[src/rtl/dma_pkg.sv]
package dma_pkg;
   typedef enum logic [2:0] {
      ST_IDLE,
      ST_ARB,
      ST_FETCH,
      ST_STORE,
      ST_WAITACK,
      ST_YIELD
   } seq_state_t;

   localparam logic [1:0] SEL_ADDR  = 2'd0;
   localparam logic [1:0] SEL_COUNT = 2'd1;
   localparam logic [1:0] SEL_CTRL  = 2'd2;
   localparam logic [1:0] SEL_STAT  = 2'd3;

   localparam int CTRL_GO_BIT    = 0;
   localparam int CTRL_BURST_BIT = 1;
   localparam int STAT_BUSY_BIT  = 0;
   localparam int STAT_DONE_BIT  = 1;
   localparam int STAT_CNT_LSB   = 2;
endpackage

[src/rtl/dma_regs.sv]
module dma_regs
   import dma_pkg::*;
#(
   parameter int ADDR_W      = 32,
   parameter int DATA_W      = 32,
   parameter int CNT_W       = 16,
   parameter bit ALLOW_BURST = 1'b1
) (
   input  logic              clk,
   input  logic              rst_n,
   input  logic              cfg_wr,
   input  logic [1:0]        cfg_sel,
   input  logic [DATA_W-1:0] cfg_wdata,
   output logic [DATA_W-1:0] cfg_rdata,
   input  logic              busy,
   input  logic              step,
   output logic [ADDR_W-1:0] cur_addr,
   output logic [CNT_W-1:0]  cur_cnt,
   output logic              burst_mode,
   output logic              go,
   output logic              done
);
   localparam int               STEP_BYTES = DATA_W / 8;
   localparam logic [ADDR_W-1:0] ADDR_INC  = ADDR_W'(STEP_BYTES);
   localparam logic [CNT_W-1:0]  CNT_ONE   = CNT_W'(1);

   logic wr_addr, wr_cnt, wr_ctrl, wr_stat;
   logic start_req, zero_go, last_step;

   assign wr_addr   = cfg_wr && (cfg_sel == SEL_ADDR)  && !busy;
   assign wr_cnt    = cfg_wr && (cfg_sel == SEL_COUNT) && !busy;
   assign wr_ctrl   = cfg_wr && (cfg_sel == SEL_CTRL)  && !busy;
   assign wr_stat   = cfg_wr && (cfg_sel == SEL_STAT);
   assign start_req = wr_ctrl && cfg_wdata[CTRL_GO_BIT];
   assign go        = start_req && (cur_cnt != '0);
   assign zero_go   = start_req && (cur_cnt == '0);
   assign last_step = step && (cur_cnt == CNT_ONE);

   always_ff @(posedge clk) begin
      if (!rst_n) begin
         cur_addr <= '0;
         cur_cnt  <= '0;
      end else if (step) begin
         cur_addr <= cur_addr + ADDR_INC;
         cur_cnt  <= cur_cnt - CNT_ONE;
      end else begin
         if (wr_addr) cur_addr <= cfg_wdata[ADDR_W-1:0];
         if (wr_cnt)  cur_cnt  <= cfg_wdata[CNT_W-1:0];
      end
   end

   always_ff @(posedge clk) begin
      if (!rst_n)                                done <= 1'b0;
      else if (last_step || zero_go)             done <= 1'b1;
      else if (go)                               done <= 1'b0;
      else if (wr_stat && cfg_wdata[STAT_DONE_BIT]) done <= 1'b0;
   end

   generate
      if (ALLOW_BURST) begin : g_mode_reg
         logic burst_q;
         always_ff @(posedge clk) begin
            if (!rst_n)       burst_q <= 1'b0;
            else if (wr_ctrl) burst_q <= cfg_wdata[CTRL_BURST_BIT];
         end
         assign burst_mode = burst_q;
      end else begin : g_mode_fixed
         assign burst_mode = 1'b0;
      end
   endgenerate

   always_comb begin
      cfg_rdata = '0;
      unique case (cfg_sel)
         SEL_ADDR:  cfg_rdata = DATA_W'(cur_addr);
         SEL_COUNT: cfg_rdata = DATA_W'(cur_cnt);
         SEL_CTRL:  cfg_rdata[CTRL_BURST_BIT] = burst_mode;
         SEL_STAT: begin
            cfg_rdata[STAT_BUSY_BIT] = busy;
            cfg_rdata[STAT_DONE_BIT] = done;
            cfg_rdata[STAT_CNT_LSB +: CNT_W] = cur_cnt;
         end
         default:   cfg_rdata = '0;
      endcase
   end
endmodule

[src/rtl/dma_seq.sv]
module dma_seq
   import dma_pkg::*;
#(
   parameter int DATA_W = 32
) (
   input  logic              clk,
   input  logic              rst_n,
   input  logic              go,
   input  logic              burst_mode,
   input  logic              last_word,
   input  logic              bus_gnt,
   input  logic              dev_rd_valid,
   input  logic [DATA_W-1:0] dev_rd_data,
   input  logic              dev_ack,
   output logic              busy,
   output logic              bus_req,
   output logic              dev_rd_req,
   output logic              mem_wr,
   output logic [DATA_W-1:0] word_q,
   output logic              step
);
   seq_state_t state_q, state_d;

   always_comb begin
      state_d = state_q;
      unique case (state_q)
         ST_IDLE:    if (go) state_d = ST_ARB;
         ST_ARB:     if (bus_gnt) state_d = ST_FETCH;
         ST_FETCH:   if (dev_rd_valid) state_d = ST_STORE;
         ST_STORE:   state_d = ST_WAITACK;
         ST_WAITACK: begin
            if (dev_ack) begin
               if (last_word)       state_d = ST_IDLE;
               else if (burst_mode) state_d = ST_FETCH;
               else                 state_d = ST_YIELD;
            end
         end
         ST_YIELD:   state_d = ST_ARB;
         default:    state_d = ST_IDLE;
      endcase
   end

   always_ff @(posedge clk) begin
      if (!rst_n) state_q <= ST_IDLE;
      else        state_q <= state_d;
   end

   always_ff @(posedge clk) begin
      if (!rst_n)
         word_q <= '0;
      else if (state_q == ST_FETCH && dev_rd_valid)
         word_q <= dev_rd_data;
   end

   assign busy       = (state_q != ST_IDLE);
   assign bus_req    = (state_q == ST_ARB) || (state_q == ST_FETCH) ||
                       (state_q == ST_STORE) || (state_q == ST_WAITACK);
   assign dev_rd_req = (state_q == ST_FETCH);
   assign mem_wr     = (state_q == ST_STORE);
   assign step       = (state_q == ST_WAITACK) && dev_ack;
endmodule

[src/rtl/dma_engine.sv]
module dma_engine
   import dma_pkg::*;
#(
   parameter int ADDR_W      = 32,
   parameter int DATA_W      = 32,
   parameter int CNT_W       = 16,
   parameter bit ALLOW_BURST = 1'b1
) (
   input  logic              clk,
   input  logic              rst_n,
   input  logic              cfg_wr,
   input  logic [1:0]        cfg_sel,
   input  logic [DATA_W-1:0] cfg_wdata,
   output logic [DATA_W-1:0] cfg_rdata,
   output logic              bus_req,
   input  logic              bus_gnt,
   output logic              dev_rd_req,
   input  logic              dev_rd_valid,
   input  logic [DATA_W-1:0] dev_rd_data,
   output logic              mem_wr,
   output logic [ADDR_W-1:0] mem_addr,
   output logic [DATA_W-1:0] mem_wdata,
   input  logic              dev_ack,
   output logic              irq
);
   localparam logic [CNT_W-1:0] CNT_LAST = CNT_W'(1);

   generate
      if (DATA_W % 8 != 0 || DATA_W < 8) begin : g_bad_data_w
         $error("dma_engine: DATA_W must be a positive multiple of 8");
      end
      if (CNT_W < 1 || CNT_W + STAT_CNT_LSB > DATA_W) begin : g_bad_cnt_w
         $error("dma_engine: CNT_W must fit in the status word");
      end
      if (ADDR_W < 1 || ADDR_W > DATA_W) begin : g_bad_addr_w
         $error("dma_engine: ADDR_W must lie in 1..DATA_W");
      end
   endgenerate

   logic              busy, step, go, done, burst_mode;
   logic [CNT_W-1:0]  cur_cnt;
   logic [ADDR_W-1:0] cur_addr;
   logic [DATA_W-1:0] word_q;

   dma_regs #(
      .ADDR_W(ADDR_W), .DATA_W(DATA_W), .CNT_W(CNT_W), .ALLOW_BURST(ALLOW_BURST)
   ) u_regs (
      .clk(clk), .rst_n(rst_n), .cfg_wr(cfg_wr), .cfg_sel(cfg_sel),
      .cfg_wdata(cfg_wdata), .cfg_rdata(cfg_rdata), .busy(busy), .step(step),
      .cur_addr(cur_addr), .cur_cnt(cur_cnt), .burst_mode(burst_mode),
      .go(go), .done(done)
   );

   dma_seq #(.DATA_W(DATA_W)) u_seq (
      .clk(clk), .rst_n(rst_n), .go(go), .burst_mode(burst_mode),
      .last_word(cur_cnt == CNT_LAST), .bus_gnt(bus_gnt),
      .dev_rd_valid(dev_rd_valid), .dev_rd_data(dev_rd_data), .dev_ack(dev_ack),
      .busy(busy), .bus_req(bus_req), .dev_rd_req(dev_rd_req), .mem_wr(mem_wr),
      .word_q(word_q), .step(step)
   );

   assign mem_addr  = cur_addr;
   assign mem_wdata = word_q;
   assign irq       = done;
endmodule

[config.mk]
export PLATFORM = sky130hd
export DESIGN_NAME = dma_engine
export DESIGN_NICKNAME = d
export VERILOG_FILES = /design/src/rtl/dma_pkg.sv /design/src/rtl/dma_regs.sv /design/src/rtl/dma_seq.sv /design/src/rtl/dma_engine.sv
export SDC_FILE = /design/constraint.sdc
export NUM_CORES = 1
export LEC_CHECK = 0
export CAP_MARGIN = 0
export CORE_ASPECT_RATIO = 0.7
export CORE_MARGIN = 2
export CORE_UTILIZATION = 46
export DETAILED_ROUTE_END_ITERATION = 10
export PLACE_DENSITY = 0.82
export SLEW_MARGIN = 20
export SYNTH_ARGS = -nofsm -noshare
export SYNTH_HDL_FRONTEND = slang
export SYNTH_SLANG_ARGS = --single-unit
[constraint.sdc]
create_clock -name clk -period 3.2 [get_ports clk]
set_clock_uncertainty 0.15 [all_clocks]
set_input_delay 0.32 -clock clk [delete_from_list [all_inputs] [get_ports clk]]
set_output_delay 0.32 -clock clk [all_outputs]
set_load 0.02 [all_outputs]
# After elaboration in Yosys (flattened, before gate mapping)
# Cells that the tools add are included.
# Widths: inputs -> output; s select.
[word_totals] register_bits=85 in_bits=72 output_inout_bits=100 elab_cells=67
[op_classes] n_addsub=2 n_eq_ne=13 mux=18 n_reduce_logical=28
[ops] operator="$mux 32" n=2
[ops] operator="$pmux 16 s3" n=1
[ops] operator="$add 32x3->32 const B" n=1
[ops] operator="$mux 16" n=2
[ops] operator="$mux 3" n=6
[ops] operator="$pmux 3 s6" n=1
[ops] operator="$eq 16x1->1 const B" n=1
[ops] operator="$logic_not 16->1" n=1
[ops] operator="$reduce_bool 16->1" n=1
[ops] operator="$sub 16x1->16 const B" n=1
[ops] operator="$logic_and 1x1->1" n=14
[ops] operator="$mux 14" n=1
[ops] operator="$eq 3x2->1 const B" n=2
[ops] operator="$eq 3x3->1 const B" n=2
[ops] operator="$ne 2x2->1 const B" n=3
[ops] operator="$reduce_bool 3->1" n=2
[ops] operator="$eq 2x2->1 const B" n=2
[ops] operator="$logic_or 1x1->1" n=4
[ops] operator="$pmux 1 s4" n=1
[ops] operator="$reduce_and 4->1" n=1
[ops] operator="$reduce_bool 2->1" n=2
[ops] operator="$eq 3x1->1 const B" n=1
[ops] operator="$logic_not 3->1" n=1
[ops] operator="$mux 1" n=3
[ops] operator="5 further kinds" n=5

# Logic depth before layout (Yosys ltp)
# Gate-level depths: netlist (run 1).
[logic_depth] word_depth=7 ltp_mapped=7 mapped_depth_nobuf=6

# By module
# From an unflattened synthesis (run 1), not the netlist that was laid out.
[hier_totals] cells_unflattened=658 hier_area_um2=5182.5
[modules_own_cells] mod="dma_regs" instances=1 cells_each=479 area_each_um2=3608.5 seq_area_each_um2=1001.0
[modules_own_cells] mod="dma_seq" instances=1 cells_each=174 area_each_um2=1537.7 seq_area_each_um2=700.7
[modules_own_cells] mod="dma_engine" instances=1 cells_each=5 area_each_um2=36.3 seq_area_each_um2=0.0

# Worst setup path before layout (run 1)
# OpenSTA, ideal clock, no wires.
[synth_path] path_type="register to register" start="register u_regs.cur_addr[7]" end="register u_regs.cur_addr[23]" setup_time_ps=74 t_arrival_ps=1920 required_ps=2976 slack_ps=1055 stages_incl_launch_ff=7 n_path_buf=2 synth_period_minus_slack_ps=2145 cell_sequence="dfxtp_1 clkbuf_1 nand4_1 or3_4 buf_6 or4_1 a31oi_1"
[synth_between] elab_chain_len=2
[synth_rtl] element="start, declared" line="dma_regs.sv:17" rtl="output logic [ADDR_W-1:0] cur_addr,"
[synth_rtl] element="start signal, assigned" line="dma_regs.sv:44" rtl="cur_addr <= cur_addr + ADDR_INC;"
[synth_rtl] element="start signal, assigned" line="dma_regs.sv:47" rtl="if (wr_addr) cur_addr <= cfg_wdata[ADDR_W-1:0];"
[synth_rtl] element="$add 32x3->32" line="dma_regs.sv:44"
[synth_rtl] element="$mux 32" line="dma_regs.sv:43" rtl="end else if (step) begin"
# No other way between the ends.
# A chain may end at the register's enable or synchronous reset.

# Worst setup path in the final report (run 1)
[layout_path] start="input port cfg_sel[1]" end="output port cfg_rdata[4]"
[layout_between] elab_chain_len=2 elab_cells_between_ends=4 cone_classes="eq/ne: 2; mux: 1; reduce/logical: 1"
[layout_rtl] element="start, declared" line="dma_engine.sv:12" rtl="input logic [1:0] cfg_sel,"
[layout_rtl] element="$eq 2x2->1 (tied with other cells)" line="dma_regs.sv:74" rtl="unique case (cfg_sel)"
[layout_rtl] element="$pmux 16 s3 (*)" line="dma_regs.sv:74"
[layout_rtl] element="end, declared" line="dma_engine.sv:14" rtl="output logic [DATA_W-1:0] cfg_rdata,"
# Every way passes the cells marked *; elsewhere a longest branch is shown, timed or not.

==> summary.md, run 1 <==
| Metric | Value |
|---|---|
| Syn Inst Count | `611` |
| DRC | `0` |
| Worst EP required | `2730 ps` |
| GR Overflow Total | `0` |
| Sink Count | `85` |
| Area after DPL | `6620 µm²` |
| Post-synth EDFFs | `0` |
| Synthesized area per cell | `7.83 µm²` |
| Port buffer count | `171` |
| Critical Path Start Type | `input port` |
| Fin Setup TNS | `0 ps` |
| Final hold violations | `0` |
| FF+latch count, synth | `85` |
| Ant. Diodes | `0` |
| Worst-Margin Slew | `903 ps` |
| Status | `finished clean` |
| Die Wd | `126 µm` |
| Register Area | `1700 µm²` |
| Power per cell area | `around 370 nW/µm²` |
| Most frequent cells after synthesis | `nand2_1 (111), dfxtp_1 (85), a21oi_1 (58), clkbuf_1 (44), nand3_1 (33)` |
| Maximum clock frequency | `~370 MHz` |
| CTS tree | `yes` |
| Root Driver | `clkbuf_16` |
| Area leader, netlist | `dfxtp_1` |
| Via Count | `5551` |
| Post-CTS setup buffer count | `0` |
| Synth cell types | `59` |
| Die height | `89.3 µm` |
| Vias in the first global route | `between 5000 and 6000` |
| Ports | `172` |
| H-tree levels | `3` |
| Multi-input logic area | `about 2900 µm²` |
| Initial Utilization | `46.7%` |
| Max-cap viol count | `0` |
| Post-Syn Nets | `between 600 and 700` |
| Crit-path max FO | `25` |
| Yosys top cell area share | `35.6%` |
| Num CTS Buffers | `9` |
| HPWL after DPL | `approximately 12 mm` |
| Final setup viols | `0` |
| # nets final | `833` |
| Hold Path Class | `reg2reg` |
| Lkg Pwr | `0.00226 µW` |
| CTS clock-pin slew for the worst setup and hold paths | `60 ps` |
| Fin crit share | `84.3%` |
| Met2 GRT Util | `44.3%` |
| All-Layer GR Usage | `29.2%` |
| GR Util met1 | `40.3%` |
| Final RePlAce weighted congestion | `0.951` |
| Post-cts resize count | `0` |
| RSZ-0062 raised after global routing | `false` |
| CP Class | `in2out` |
| Mapped cell area | `4780 µm²` |
| First-pass GRT wire length | `26.2 mm` |
| Row count | `31` |
| Post-synthesis sequential area ratio | `a little over a third` |
| Initial antenna violation count | `0` |
| Ys Warns | `0` |
| Power Total | `roughly 2600 µW` |
| Most frequent cell after synthesis | `nand2_1` |
| Die area | `around 11000 µm²` |
| Fraction of registers with async set/reset | `0%` |
| Main synth FF type | `dfxtp_1` |
| Area delta synth->final | `44.3%` |
| DR pass1 iterations | `5` |
| Met3 usage | `7.96%` |
| Synth top area cells | `dfxtp_1 (36%), nand2_1 (8.7%), a21oi_1 (6.1%)` |
| Crit path capture type | `output port` |
| Fin area | `6900 µm²` |
| Latest clock arrival within the worst-skew pair | `340 ps` |
| Core area | `~10000 µm²` |
| Gr busiest metal | `met2` |
| Cts hold-fix bufs | `0` |
| Final critical-path required period | `about 2700 ps` |
| Peak VDD IR | `0.000292 V` |
| DR WL/cell | `~19 µm` |
| Rel. slew slack | `39.3%` |
| Fillers | `871` |
| Detailed Route WL | `17.0 mm` |
| CTS Buffer Depth | `2` |
| Share of layout cells above drive strength 1 | `7.73%` |
| Crit path DAT | `2230 ps` |
| Max-slew violations | `0` |
| Antenna viol nets, final | `0` |
| Vias per inst | `around 6.2` |
| Largest net degree at the start of global routing | `50` |
| First DRT Iteration DRCs | `644` |
flip-flops by register name, summed over array words and instances, names as in the netlist:
name,cells
u_regs.cur_addr,32
u_regs.burst_mode,1
u_regs.cur_cnt,16
u_regs.done,1
u_seq.state_q,3
u_seq.word_q,32
critical path: stages:
cell	delay, ps
clkdlybuf4s50_1	450
buf_4	310
mux2_2	400
a22o_1	180
clkdlybuf4s50_1	540
through the flow:
| stage | setup slack, ps | util [%] | cells | hold slack [ps] |
|---|---|---|---|---|
| after global routing | 452 | 67.4 | 895 | 330 |
| after global placement | 551 | 64.7 | 879 | 292 |
| after floorplan | 1060 | - | 611 | 303 |
| after CTS | 522 | 67.4 | 895 | 308 |
| final | 502 | 67.4 | 895 | 308 |
| after detailed placement | 405 | 64.7 | 879 | 300 |
area by class of cell:
type | count | share of cell area (%)
sequential | 85 | 24.7
multi-input combinational | 466 | 41.6
clock buffer | 9 | 3.26
timing repair buffer | 187 | 26.9
inverter | 9 | 0.489
tap | 132 | 2.39
clock inverter | 7 | 0.743
layout by cell type (no fill, tap or decap), types with 8 or more instances in the layout:
cell type and count:
clkdlybuf4s50_1 171, nand2_1 111, dfxtp_1 85, a21oi_1 58, nand3_1 32, a31oi_1 24, nor2_1 20, a22o_1 17
and2_1 17, or4_1 16, nor3_1 15, nand4_1 15, mux2_2 14, o311ai_0 14, buf_4 14, or3_1 11
a211oi_1 9, clkbuf_16 9, inv_1 8
layer usage:
| layer | part of all wire, % | vias to the layer above |
|---|---|---|
| li1 | - | 2603 |
| met1 | 44 | 2623 |
| met2 | 45 | 289 |
| met3 | 9.1 | 36 |
| met4 | 2.2 | 0 |
| met5 | 0 | - |
kinds of logic (layout without fill, tap and decap cells):
group | Yosys count | after routing | share of synthesized area (%)
adders and majority gates | 3 | 3 | 0.785
and+or+nand+nor | 278 | 278 | 30.5
muxes | 17 | 17 | 4.19
buffers and inverters | 60 | 212 | 4.94
AOI/OAI and AO/OA | 165 | 165 | 23.5
DFF | 85 | 85 | 35.6
xor gates and xnor gates | 3 | 3 | 0.549
power by group:
part,switching (µW),internal [µW],total (µW)
sequential,65.3,1090,1160
combinational,222,227,449
clock,452,528,980
path summary, 6_finish.rpt:
kind,start,to,slack [ps],cells after the start
hold / removal,u_seq.word_q[10],u_seq.word_q[10],310,2
setup / recovery,cfg_sel[1],cfg_rdata[4],500,5
setup reg to reg,u_seq.state_q[2],u_regs.cur_addr[17],650,5
hold reg to reg,u_seq.word_q[10],u_seq.word_q[10],310,2
No activity file was read; power rests on OpenSTA's default activity.
==> run 2: changes to the inputs <==
--- a/config.mk
+++ b/config.mk
@@ -8,9 +8,9 @@
 export CAP_MARGIN = 0
 export CORE_ASPECT_RATIO = 0.7
 export CORE_MARGIN = 2
-export CORE_UTILIZATION = 46
+export CORE_UTILIZATION = 45
 export DETAILED_ROUTE_END_ITERATION = 10
-export PLACE_DENSITY = 0.82
+export PLACE_DENSITY = 0.8
 export SLEW_MARGIN = 20
 export SYNTH_ARGS = -nofsm -noshare
 export SYNTH_HDL_FRONTEND = slang
==> constraint.sdc (replaced) <==
create_clock -name clk -period 2.5 [get_ports clk]
set_clock_uncertainty 0.15 [all_clocks]
set_input_delay 0.25 -clock clk [delete_from_list [all_inputs] [get_ports clk]]
set_output_delay 0.25 -clock clk [all_outputs]
set_load 0.02 [all_outputs]
==> run 2 against run 1 <==
Effect of this change:
- wire length is 4.4% higher
- clock power is 57% higher
- flip-flop and latch count stayed put
- clock-buffer cell count stayed put
- combinational power is 35% higher
- critical path depth stayed put
- design area is 3.1% higher
- die area is 2.1% higher
- register-to-register slack worse by 540 ps
- non-clock buffer count is 19 higher
- cell count is 2.0% higher
- power is 40% higher
==> summary.md, run 2 (synthesis gave the netlist of run 1 again) <==
| Metric | Value |
|---|---|
| Hold Path Class | `in2reg (was reg2reg)` |
| Initial antenna violation count | `0 (unchanged)` |
| Latest clock arrival within the worst-skew pair | `340 ps (about the same)` |
| Rel. slew slack | `61.3% (was 39.3%)` |
| Crit path capture type | `output port (unchanged)` |
| Final WS setup | `40.8 ps (was 502 ps)` |
| Placed instance count | `898 (was 879)` |
| DRC | `0 (unchanged)` |
| Peak VDD IR | `0.000361 V (was 0.000292 V)` |
| Worst r2r path cells | `6 (was 5)` |
| Logic depth of the worst path, buffers included | `5 (unchanged)` |
| Vias in the first global route | `5312 (was 5025)` |
| CP max stage delay | `550 ps (was 540 ps)` |
| HPWL after DPL | `12.8 mm (was 12.5 mm)` |
| Row count | `31 (unchanged)` |
| Die area | `11500 µm² (was 11200 µm²)` |
| Lkg Pwr | `0.00239 µW (was 0.00226 µW)` |
| Post-layout util | `68.7% (was 67.4%)` |
| Sink Count | `85 (unchanged)` |
| Reg-to-Reg End | `u_regs.cur_cnt[14] (was u_regs.cur_addr[17])` |
| Fillers | `823 (was 871)` |
| Final hold violations | `0 (unchanged)` |
| Vias per inst | `6.21 (was 6.20)` |
| Hold Crit Start | `dev_rd_data[12] (was u_seq.word_q[10])` |
| Commonest non-fill, non-tap cell in the layout | `clkdlybuf4s50_1 (unchanged)` |
| Share of layout cells above drive strength 1 | `9.99% (was 7.73%)` |
| Max-cap viol count | `0 (unchanged)` |
| Post-CTS setup buffer count | `0 (unchanged)` |
| Critical Path Start Type | `input port (unchanged)` |
| Max-slew violations | `0 (unchanged)` |
| CP Class | `in2out (unchanged)` |
| CTS clock-pin slew for the worst setup and hold paths | `60 ps (about the same)` |
| Num CTS Buffers | `9 (unchanged)` |
| Biggest registers after layout | `u_regs.cur_addr (32), u_seq.word_q (32), u_regs.cur_cnt (16) (unchanged)` |
| Initial Utilization | `46.2% (was 46.7%)` |
| Maximum clock frequency | `407 MHz` |
| Ports | `172 (unchanged)` |
| Power Total | `3620 µW (was 2590 µW)` |
| Worst slack, placed | `13.1 ps (was 405 ps)` |
| Post-cts resize count | `2 (was 0)` |
| Largest net degree at the start of global routing | `59 (was 50)` |
| Ant. Diodes | `0 (unchanged)` |
| Commonest non-fill, non-tap cells in the layout | `clkdlybuf4s50_1 (171), nand2_1 (111), dfxtp_1 (83) (was clkdlybuf4s50_1 (171), nand2_1 (111), dfxtp_1 (85))` |
| Final Non-Filler Cells | `913 (was 895)` |
| First-pass GRT wire length | `28.4 mm (was 26.2 mm)` |
| Die Wd | `127 µm (was 126 µm)` |
| Worst EP required | `2100 ps (was 2730 ps)` |
| Crit-path max FO | `25 (unchanged)` |
| Core area | `10400 µm² (was 10200 µm²)` |
| Crit path cell chain | `clkdlybuf4s50_1 -> buf_12 -> mux2_2 -> a22o_1 -> clkdlybuf4s50_1 (was clkdlybuf4s50_1 -> buf_4 -> mux2_2 -> a22o_1 -> clkdlybuf4s50_1)` |
| Root Driver | `clkbuf_16 (unchanged)` |
| CTS tree | `yes (unchanged)` |
| Detailed Route WL | `17.8 mm (was 17.0 mm)` |
| GR Overflow Total | `0 (unchanged)` |
| Fin Setup TNS | `0 ps (unchanged)` |
| Worst-Margin Slew | `581 ps (was 903 ps)` |
| Buf/Inv on CP | `3 (unchanged)` |
| Most Frequent Cell on Critical Path | `clkdlybuf4s50_1 (unchanged)` |
| DR WL/cell | `19.5 µm (was 19.0 µm)` |
| Final critical-path required period | `2460 ps` |
| Status | `finished clean (unchanged)` |
| Worst r2r src | `u_regs.cur_cnt[1] (was u_seq.state_q[2])` |
| Die height | `90.3 µm (was 89.3 µm)` |
| Hold Path Sink | `u_seq.word_q[12] (was u_seq.word_q[10])` |
| CP top delay family | `buffers and inverters (unchanged)` |
| Crit path DAT | `2060 ps (was 2230 ps)` |
| Via Count | `5674 (was 5551)` |
| Port buffer count | `171 (unchanged)` |
| Cts hold-fix bufs | `0 (unchanged)` |
| Antenna viol nets, final | `0 (unchanged)` |
| # nets final | `852 (was 833)` |
| RSZ-0062 raised after global routing | `false (unchanged)` |
| Final setup viols | `0 (unchanged)` |
| CTS Buffer Depth | `2 (unchanged)` |
| First DRT Iteration DRCs | `636 (was 644)` |
| All-Layer GR Usage | `30.7% (was 29.2%)` |
| DR pass1 iterations | `5 (unchanged)` |
| Slowest CP cell | `clkdlybuf4s50_1 (unchanged)` |
| Worst Hold Depth | `3 (was 2)` |
| Final RePlAce weighted congestion | `0.922 (was 0.951)` |
| Area delta synth->final | `48.8% (was 44.3%)` |
| Power per cell area | `509 nW/µm² (was 375 nW/µm²)` |
| H-tree levels | `3 (unchanged)` |
| R2r setup slk | `110 ps (was 650 ps)` |
| Fin crit share | `98.4%` |
==> run 2: cell count changes in the layout (fill, tap and decap cells not counted), moves of 2 or more <==
cell	delta
dfxtp_2	+2
buf_4	+18
bufinv_16	+3
dfxtp_1	-2
clkinvlp_4	-2
==> run 2: area by class of cell <==
| class | count | area (µm²) | area share (%) |
|---|---|---|---|
| tap | 132 | 165 | 2.32 |
| clock buffer | 9 | 225 | 3.17 |
| multi-input combinational | 466 | 2860 | 40.2 |
| sequential | 85 | 1700 | 23.9 |
| clock inverter | 6 | 113 | 1.58 |
| timing repair buffer | 206 | 2010 | 28.3 |
| inverter | 9 | 33.8 | 0.475 |
==> run 2: report_power, final <==
| part | leakage [µW] | switching [µW] | internal [µW] | total [µW] |
|---|---|---|---|---|
| registers | 0.000689 | 79.6 | 1400 | 1480 |
| clock network | 0.000165 | 568 | 973 | 1540 |
| logic | 0.00154 | 298 | 309 | 607 |
==> run 2: worst max path at each step <==
stage	from	to	slack, ps
after floorplan	u_regs.cur_addr[7]	u_regs.cur_addr[23]	360
after global placement	dev_ack	u_regs.cur_addr[13]	60
after detailed placement	dev_ack	u_regs.cur_addr[13]	10
after CTS	cfg_sel[1]	cfg_rdata[12]	50
after global routing	cfg_sel[1]	cfg_rdata[12]	2
final	cfg_sel[1]	cfg_rdata[2]	40
==> run 2: tightest hold or removal path, delay by kind of cell <==
| family | cells | cell delay, ps |
|---|---|---|
| AO/OA/AOI/OAI | 1 | 50 |
| buffers and inverters | 1 | 390 |
| AND/OR/NAND/NOR | 1 | 60 |
==> run 2: per-stage QoR <==
| stage | hold slack, ps | cell area, µm² |
|---|---|---|
| after detailed placement | 296 | 6780 |
| after global routing | 310 | 7120 |
| final | 302 | 7120 |
| after global placement | 291 | 6780 |
| after floorplan | 233 | 4780 |
| after CTS | 295 | 7120 |
==> run 2: layer usage <==
metal	routed length, µm	up-vias	track usage [%]
li1	-	2637	-
met2	8030	265	47.3
met1	7690	2721	42.5
met4	479	0	8.79
met5	0	-	0
met3	1560	51	8.23
==> run 3: changes to the inputs <==
--- a/config.mk
+++ b/config.mk
@@ -11,6 +11,7 @@
 export CORE_UTILIZATION = 45
 export DETAILED_ROUTE_END_ITERATION = 10
 export PLACE_DENSITY = 0.8
+export SKIP_LAST_GASP = 1
 export SLEW_MARGIN = 20
 export SYNTH_ARGS = -nofsm -noshare
 export SYNTH_HDL_FRONTEND = slang
==> results of run 3 <==
Final layout, timing and power as in run 2 (identical DEF).
